$ cat src/rtl/tkn_guard_pkg.sv
package tkn_guard_pkg;

   // Token kinds as delivered by the token decoder
   typedef enum logic [1:0] {
      TK_NONE  = 2'd0,
      TK_IN    = 2'd1,
      TK_OUT   = 2'd2,
      TK_SETUP = 2'd3
   } tok_kind_e;

   // Endpoint transfer types
   typedef enum logic [1:0] {
      XF_CTRL = 2'd0,
      XF_ISO  = 2'd1,
      XF_BULK = 2'd2,
      XF_INTR = 2'd3
   } xfer_e;

   // Response decision for one token
   typedef struct packed {
      logic fwd;
      logic nak;
      logic drop;
      logic in_miss;
      logic out_miss;
   } resp_t;

   localparam resp_t RESP_NONE = '{fwd: 1'b0, nak: 1'b0, drop: 1'b0,
                                   in_miss: 1'b0, out_miss: 1'b0};

endpackage

$ cat src/rtl/tkn_guard_window.sv
// Busy-window timer: reloads on the end of an isochronous OUT and counts
// down in PHY clocks; optionally cleared early by the status-done pulse.
module tkn_guard_window #(
   parameter int unsigned WIN_LEN     = 7,
   parameter bit          EARLY_CLOSE = 1'b1
) (
   input  logic clk,
   input  logic rst_n,
   input  logic reopen,
   input  logic upd_done,
   output logic open
);

   localparam int unsigned CNT_W = $clog2(WIN_LEN + 1);
   localparam logic [CNT_W-1:0] CNT_LOAD = CNT_W'(WIN_LEN);

   if (WIN_LEN < 1) begin : g_bad_len
      $error("tkn_guard_window: WIN_LEN must be at least 1");
   end

   logic [CNT_W-1:0] cnt_q;
   logic [CNT_W-1:0] cnt_d;
   logic             early_clr;

   // Parameter picks whether the status-done pulse can shorten the window
   if (EARLY_CLOSE) begin : g_early
      assign early_clr = upd_done;
   end else begin : g_fixed
      assign early_clr = 1'b0;
   end

   always_comb begin
      cnt_d = cnt_q;
      if (reopen) begin
         cnt_d = CNT_LOAD;
      end else if (early_clr) begin
         cnt_d = '0;
      end else if (cnt_q != '0) begin
         cnt_d = cnt_q - 1'b1;
      end
   end

   always_ff @(posedge clk) begin
      if (!rst_n) begin
         cnt_q <= '0;
      end else begin
         cnt_q <= cnt_d;
      end
   end

   assign open = (cnt_q != '0);

   // the countdown never leaves its legal range
   assert_win_bound_R2: assert property (@(posedge clk) disable iff (!rst_n)
      cnt_q <= CNT_LOAD);

   // a new isochronous OUT end always restarts the full window
   assert_reopen_full_R9: assert property (@(posedge clk) disable iff (!rst_n)
      reopen |=> (cnt_q == CNT_LOAD));

   // early close takes effect on the next cycle
   if (EARLY_CLOSE) begin : g_early_chk
      assert_early_close_R8: assert property (@(posedge clk) disable iff (!rst_n)
         (upd_done && !reopen) |=> !open);
   end

endmodule

$ cat src/rtl/tkn_guard_classify.sv
// Chooses the response for one token from its kind, transfer type and
// whether the busy window is open.
module tkn_guard_classify
   import tkn_guard_pkg::*;
(
   input  logic       tok_valid,
   input  logic [1:0] tok_kind,
   input  logic [1:0] tok_xfer,
   input  logic       guard,
   output resp_t      resp
);

   logic is_setup;
   logic is_iso;
   logic is_in;

   assign is_setup = (tok_kind == TK_SETUP);
   assign is_iso   = (tok_xfer == XF_ISO);
   assign is_in    = (tok_kind == TK_IN);

   always_comb begin
      resp = RESP_NONE;
      if (tok_valid) begin
         if (!guard) begin
            resp.fwd = 1'b1;
         end else if (is_setup) begin
            // silent drop: host retries after its timeout
            resp.drop = 1'b1;
         end else if (is_iso) begin
            resp.drop     = 1'b1;
            resp.in_miss  = is_in;
            resp.out_miss = !is_in;
         end else begin
            // control data, bulk and interrupt: handshake-capable
            resp.nak = 1'b1;
         end
      end
   end

endmodule

$ cat src/rtl/usb_tkn_guard.sv
module usb_tkn_guard
   import tkn_guard_pkg::*;
#(
   parameter int unsigned WIN_LEN     = 7,
   parameter bit          EARLY_CLOSE = 1'b1
) (
   input  logic       clk,
   input  logic       rst_n,
   input  logic       tok_valid,
   input  logic [1:0] tok_kind,
   input  logic [1:0] tok_xfer,
   input  logic       iso_out_end,
   input  logic       stat_upd_done,
   output logic       fwd_valid,
   output logic [1:0] fwd_kind,
   output logic [1:0] fwd_xfer,
   output logic       nak_req,
   output logic       drop_stb,
   output logic       iso_in_miss,
   output logic       iso_out_miss
);

   logic  win_open;
   resp_t resp;

   tkn_guard_window #(
      .WIN_LEN     (WIN_LEN),
      .EARLY_CLOSE (EARLY_CLOSE)
   ) i_window (
      .clk      (clk),
      .rst_n    (rst_n),
      .reopen   (iso_out_end),
      .upd_done (stat_upd_done),
      .open     (win_open)
   );

   tkn_guard_classify i_classify (
      .tok_valid (tok_valid),
      .tok_kind  (tok_kind),
      .tok_xfer  (tok_xfer),
      .guard     (win_open),
      .resp      (resp)
   );

   always_ff @(posedge clk) begin
      if (!rst_n) begin
         fwd_valid    <= 1'b0;
         fwd_kind     <= '0;
         fwd_xfer     <= '0;
         nak_req      <= 1'b0;
         drop_stb     <= 1'b0;
         iso_in_miss  <= 1'b0;
         iso_out_miss <= 1'b0;
      end else begin
         fwd_valid    <= resp.fwd;
         fwd_kind     <= resp.fwd ? tok_kind : 2'd0;
         fwd_xfer     <= resp.fwd ? tok_xfer : 2'd0;
         nak_req      <= resp.nak;
         drop_stb     <= resp.drop;
         iso_in_miss  <= resp.in_miss;
         iso_out_miss <= resp.out_miss;
      end
   end

   // at most one response kind per cycle
   assert_one_resp_R10: assert property (@(posedge clk) disable iff (!rst_n)
      $onehot0({fwd_valid, nak_req, drop_stb}));

   // a response only follows a real token
   assert_resp_needs_tok_R10: assert property (@(posedge clk) disable iff (!rst_n)
      !tok_valid |=> !(fwd_valid || nak_req || drop_stb || iso_in_miss || iso_out_miss));

   // forwarded fields copy the token of the previous cycle
   assert_fwd_copy_R3: assert property (@(posedge clk) disable iff (!rst_n)
      tok_valid |=> (!fwd_valid || (fwd_kind == $past(tok_kind) && fwd_xfer == $past(tok_xfer))));

   // incomplete events ride on a drop, one direction at a time
   assert_miss_with_drop_R6: assert property (@(posedge clk) disable iff (!rst_n)
      (iso_in_miss || iso_out_miss) |-> (drop_stb && !(iso_in_miss && iso_out_miss)));

   // a SETUP token never raises an incomplete event
   assert_setup_silent_R5: assert property (@(posedge clk) disable iff (!rst_n)
      (tok_valid && tok_kind == TK_SETUP) |=> !(iso_in_miss || iso_out_miss));

endmodule

$ cat config.mk
export PLATFORM = sky130hd
export DESIGN_NAME = usb_tkn_guard
export DESIGN_NICKNAME = d
export VERILOG_FILES = /design/src/rtl/tkn_guard_pkg.sv /design/src/rtl/tkn_guard_window.sv /design/src/rtl/tkn_guard_classify.sv /design/src/rtl/usb_tkn_guard.sv
export SDC_FILE = /design/constraint.sdc
export NUM_CORES = 1
export LEC_CHECK = 0
export CORE_AREA = 2 2 39 41
export DETAILED_ROUTE_END_ITERATION = 10
export DIE_AREA = 0 0 41 43
export GPL_TIMING_DRIVEN = 0
export PLACE_DENSITY = 0.71
export REMOVE_ABC_BUFFERS = 1
export SETUP_SLACK_MARGIN = 0.2
export SLEW_MARGIN = 15
export SYNTH_ARGS = -nofsm -noshare
export SYNTH_HDL_FRONTEND = slang
export SYNTH_SLANG_ARGS = --single-unit
$ cat constraint.sdc
create_clock -name clk -period 1.9 [get_ports clk]
set_clock_uncertainty 0.2 [all_clocks]
set_input_delay 0.475 -clock clk [delete_from_list [all_inputs] [get_ports clk]]
set_output_delay 0.475 -clock clk [all_outputs]
set_load 0.03 [all_outputs]
**After elaboration in Yosys (flattened, before gate mapping)**

Index checks and enable logic that the tools add are counted.
W data, S select, Z words.

- Register bits after elaboration: 12
- Latch bits: 0
- Memory bits (writable): 0
- ROM bits: 0
- Output and inout port bits: 9
- Logic and storage cells: 34
- Memories: 0

- $add $sub $neg: 1
- Multipliers: 0
- Divide/modulo/power cells: 0
- $lt $le $gt $ge: 0
- Eq/ne operators: 3
- Shift-type cells: 0
- Muxes and demuxes: 11
- Bitwise gates (word level): 4
- Reduce and logical (&&, ||, !) cells: 7

Operators with widths:

| kind | count |
|---|---|
| $mux W3 | 4 |
| $reduce_bool A3 Y1 | 2 |
| $mux W5 | 1 |
| $reduce_or A5 Y1 | 1 |
| $eq A2 B1 Y1 const B | 2 |
| $mux W1 | 4 |
| $mux W4 | 1 |
| $not A1 Y1 | 4 |
| $reduce_or A4 Y1 | 1 |
| $reduce_and A3 Y1 | 1 |
| $sub A3 B1 Y3 const B | 1 |
| $eq A2 B2 Y1 const B | 1 |
| $mux W2 | 1 |
| $reduce_and A2 Y1 | 1 |
| $logic_not A1 Y1 | 1 |

**Logic depth before layout (Yosys ltp)**

- Word-level depth: 7
- Depth in mapped cells: 5

**By module**

A second synthesis with hierarchy kept.

- Cell total of the unflattened synthesis: 46
- Area total of the unflattened synthesis: 475.5 µm²

Modules (own cells, without submodules):

| module | instances | cells each | area each (µm²) |
|---|---|---|---|
| usb_tkn_guard | 1 | 18 | 242.7 |
| tkn_guard_window | 1 | 19 | 173.9 |
| tkn_guard_classify | 1 | 9 | 58.8 |

**Worst setup path before layout**

OpenSTA, ideal clock, no wires.

- Path type: register to register
- Start: register i_window.cnt_q[0]
- End: register iso_in_miss
- Library setup time: 0.087 ns
- Arrival time: 1.173 ns
- Required time: 1.613 ns
- Setup slack: 0.439 ns
- Cell stages (with the launch flop): 6
- Buffers on the path: 0
- Period minus slack after synthesis: 1.461 ns
- Cells stage by stage: dfxtp_1 > inv_1 > ha_1 > ha_1 > nand3b_4 > nor4b_2

- Longest elaborated chain between the ends: 3

RTL lines:

| element | RTL line | RTL |
|---|---|---|
| from (decl) | tkn_guard_window.sv:21 | `logic [CNT_W-1:0] cnt_q;` |
| from (signal assigned) | tkn_guard_window.sv:47 | `cnt_q <= cnt_d;` |
| $reduce_bool A3 Y1 | tkn_guard_window.sv:51 | `assign open = (cnt_q != '0);` |
| $not A1 Y1 (no line) | - |  |
| $reduce_or A5 Y1 (no line) | - |  |
| to (signal assigned) | usb_tkn_guard.sv:60 | `iso_in_miss <= resp.in_miss;` |
| to (decl) | usb_tkn_guard.sv:19 | `output logic iso_in_miss,` |

No other way between the ends.
A chain may end at the register's enable or synchronous reset.

**Worst setup path after layout**

- Start: register fwd_kind[1]
- End: output fwd_kind[1]

RTL lines:

| element | RTL line | RTL |
|---|---|---|
| from (decl) | usb_tkn_guard.sv:15 | `output logic [1:0] fwd_kind,` |
| from (signal assigned) | usb_tkn_guard.sv:56 | `fwd_kind <= resp.fwd ? tok_kind : 2'd0;` |

No word-level cell between the ends.

==> summary.md <==
| Metric | Value |
|---|---|
| Arrival @ worst endpoint | 970 ps |
| Clk slew on worst S/H paths | 80 ps |
| Slowest CP cell | dlygate4sd2_1 |
| Max-cap violations | 0 |
| Setup Buffers After CTS | 0 |
| Final setup TNS | 0 ps |
| Starting density of the core | 31.6% |
| Final Slew Violations | 0 |
| Critical Path RT | 1220 ps |
| Max clock buf depth | 2 |
| Internal Power | 0.430 mW |
| Mapped Cells | 39 |
| Element type at the critical path start | flip-flop |
| Final setup vio count | 0 |
| GR Overflow Total | 0 |
| Least-Margin Pin Slew | 299 ps |
| Synthesis-stage register bit count | 12 |
| RSZ-0062 raised after global routing | false |
| Initial antenna violation count | 0 |
| Nets@finish | 72 |
| Clock share of power | 35.6% |
| Worst Path Buf+Inv | 1 |
| Yosys warnings | 0 |
| Initial DRT Pass Iterations | 1 |
| IO buf count | 17 |
| Root Buffer | clkbuf_4 |
| Critical R2R Launch | i_window.cnt_q[0]$_SDFFE_PN0P_ |
| H-tree Lvls | 1 |
| Fmax | 609 MHz |
| Period minus WS final | 1640 ps |
| Fin. Hold Viols | 0 |
| Wirelength, routed | 738 µm |
| Comb pwr share | 16.6% |
| Crit path cell chain | dlygate4sd2_1 |
| CTS tree | yes |
| Worst slew margin | 80.2% |
| Vias in the first global route | 305 |
| Min Hold Slack | 337 ps |
| Vias | 323 |
| Via density | 4.25 |
| Setup crit end kind | output pin |
| Crit Path Class | flip-flop to output pin |
| Worst-path maximum fanout | 1 |
| # IOs | 18 |
| Layout Area Growth over Synthesis | 50.1% |
| Sequential share of power | 47.8% |
| Sw frac | 23.8% |
| Largest net degree at the start of global routing | 8 |
| Outcome | completed |
| GRT Total Usage | 10.9% |
| HP Class | flip-flop to flip-flop |
| Die X | 41 µm |
| CTS Hold Bufs | 0 |
| Leakage | 0.312 nW |
| Max VDD drop | 344 µV |
| First-pass GRT wire length | 1200 µm |
| Final ANT Viol Nets | 0 |
| Clock latency at the later pin of the worst-skew pair | 270 ps |
| Core area | 0.00138 mm² |
| Cell Rows | 14 |
| Die H | 43 µm |
| Tcrit/Tclk final | 86.4% |
| Ant diodes | 0 |
| Pwr Total | 0.565 mW |
| Crit. Startpoint | fwd_kind[1]$_SDFF_PN0_ |
| Net Sw Power | 0.134 mW |
| Num CTS Buffers | 3 |
| Placer congestion estimate | 0.666 |
| CTS sink cnt | 12 |
| Syn Area/Cell | 11.2 µm² |
| DR iter-0 viols | 0 |
| Unique masters post-synth | 16 |
| Pwr per Cell Area | 861 mW/mm² |
| Post-synthesis sequential area ratio | 55.0% |
| Worst path top cell family by delay | buffers and inverters |
| Worst Min Path Start | i_window.cnt_q[1]$_SDFFE_PN0P_ |
| Layout fillers | 147 |
| Routed len/inst | 9.71 µm |
| Synthesized area | 437 µm² |
| Die area | 0.00176 mm² |
| Post-route DRC | 0 |
| HPWL after DPL | 591 µm |
| Share of cells above drive strength 1 | 11.7% |
| Worst path max stage delay | 390 ps |
through the flow:
stage	instances	util (%)	cell area, µm²	worst slack [ps]
2_1_floorplan	39	-	437	439
3_3_place_gp	72	45.3	627	180
3_5_place_dp	72	45.3	627	178
4_1_cts	76	47.1	652	240
5_1_grt	76	47.4	656	201
6_report	76	47.4	656	259
layout make-up:
| class | count | area [µm²] | share of cell area [%] |
|---|---|---|---|
| repair buffers | 17 | 163 | 24.8 |
| flip-flops and latches | 12 | 240 | 36.6 |
| inverters | 3 | 11.3 | 1.72 |
| clock buffers | 4 | 36.3 | 5.53 |
| multi-input cells | 24 | 185 | 28.2 |
| well taps | 16 | 20.0 | 3.05 |
timing repair:
item | 4_1_cts | 5_1_grt
pin swaps | 0 | 0
endpoints found under the setup margin | 9 | 3
gates resized for setup | 9 | 3
power groups by stage:
| stage | clock [mW] | sequential [mW] | combinational (mW) |
|---|---|---|---|
| 2_1_floorplan | 0 | 0.290 | 0.0455 |
| 3_3_place_gp | 0 | 0.277 | 0.0966 |
| 3_5_place_dp | 0 | 0.277 | 0.0999 |
| 4_1_cts | 0.212 | 0.270 | 0.0956 |
| 5_1_grt | 0.226 | 0.272 | 0.105 |
| 6_report | 0.201 | 0.270 | 0.0937 |
sequential cells by signal, summed over array words and instances, names as in the netlist:
name            cells
i_window.cnt_q      3
fwd_kind            2
iso_in_miss         1
iso_out_miss        1
fwd_xfer            2
drop_stb            1
nak_req             1
fwd_valid           1
cell families after synthesis:
| kind of cell | Yosys count | share of synthesized area (%) |
|---|---|---|
| and+or+nand+nor | 17 | 28.9 |
| DFF | 12 | 55.0 |
| AOI/OAI and AO/OA | 4 | 5.73 |
| buffers and inverters | 3 | 2.58 |
| adders and majority gates | 2 | 5.73 |
| xor gates and xnor gates | 1 | 2.01 |
worst paths after layout:
path	cells past startpoint	slack (ps)	endpoint
setup / recovery	1	260	fwd_kind[1]
hold / removal	2	340	i_window.cnt_q[1]$_SDFFE_PN0P_
setup reg to reg	5	340	iso_in_miss$_SDFF_PP0_
hold reg to reg	2	340	i_window.cnt_q[1]$_SDFFE_PN0P_
cell usage in the layout (no fill, tap or decap):
| master | instances |
|---|---|
| clkdlybuf4s15_1 | 3 |
| nor4b_2 | 1 |
| clkbuf_8 | 1 |
| clkdlybuf4s50_1 | 8 |
| a21oi_1 | 1 |
| o21ai_0 | 1 |
| xor2_1 | 1 |
| inv_1 | 3 |
| and2_1 | 4 |
| and3b_1 | 1 |
| nand2_1 | 2 |
| nor2b_1 | 4 |
| nor3_1 | 1 |
| ha_1 | 2 |
| nand2b_1 | 2 |
| nand3b_4 | 1 |
| o31ai_1 | 2 |
| dlygate4sd2_1 | 6 |
| and3_2 | 1 |
| clkbuf_4 | 3 |
| dfxtp_1 | 12 |
synthesized netlist by cell type (all sizes together):
library cell	instances	area, µm²
a21oi	1	5.00
and2	4	25.0
and3	1	7.51
and3b	1	8.76
dfxtp	12	240
ha	2	25.0
inv	3	11.3
nand2	2	7.51
nand2b	2	12.5
nand3b	1	20.0
nor2b	4	25.0
nor3	1	5.00
nor4b	1	15.0
o21ai	1	5.00
o31ai	2	15.0
xor2	1	8.76
layer usage:
metal | track usage, % | wire (µm) | up-vias
li1 | - | - | 172
met1 | 10.7 | 338 | 140
met2 | 15.9 | 347 | 11
met3 | 6.28 | 52 | 0
met4 | 8.00 | 0 | 0
met5 | 0 | 0 | -
Note: power is estimated with default switching activity, not from simulation.
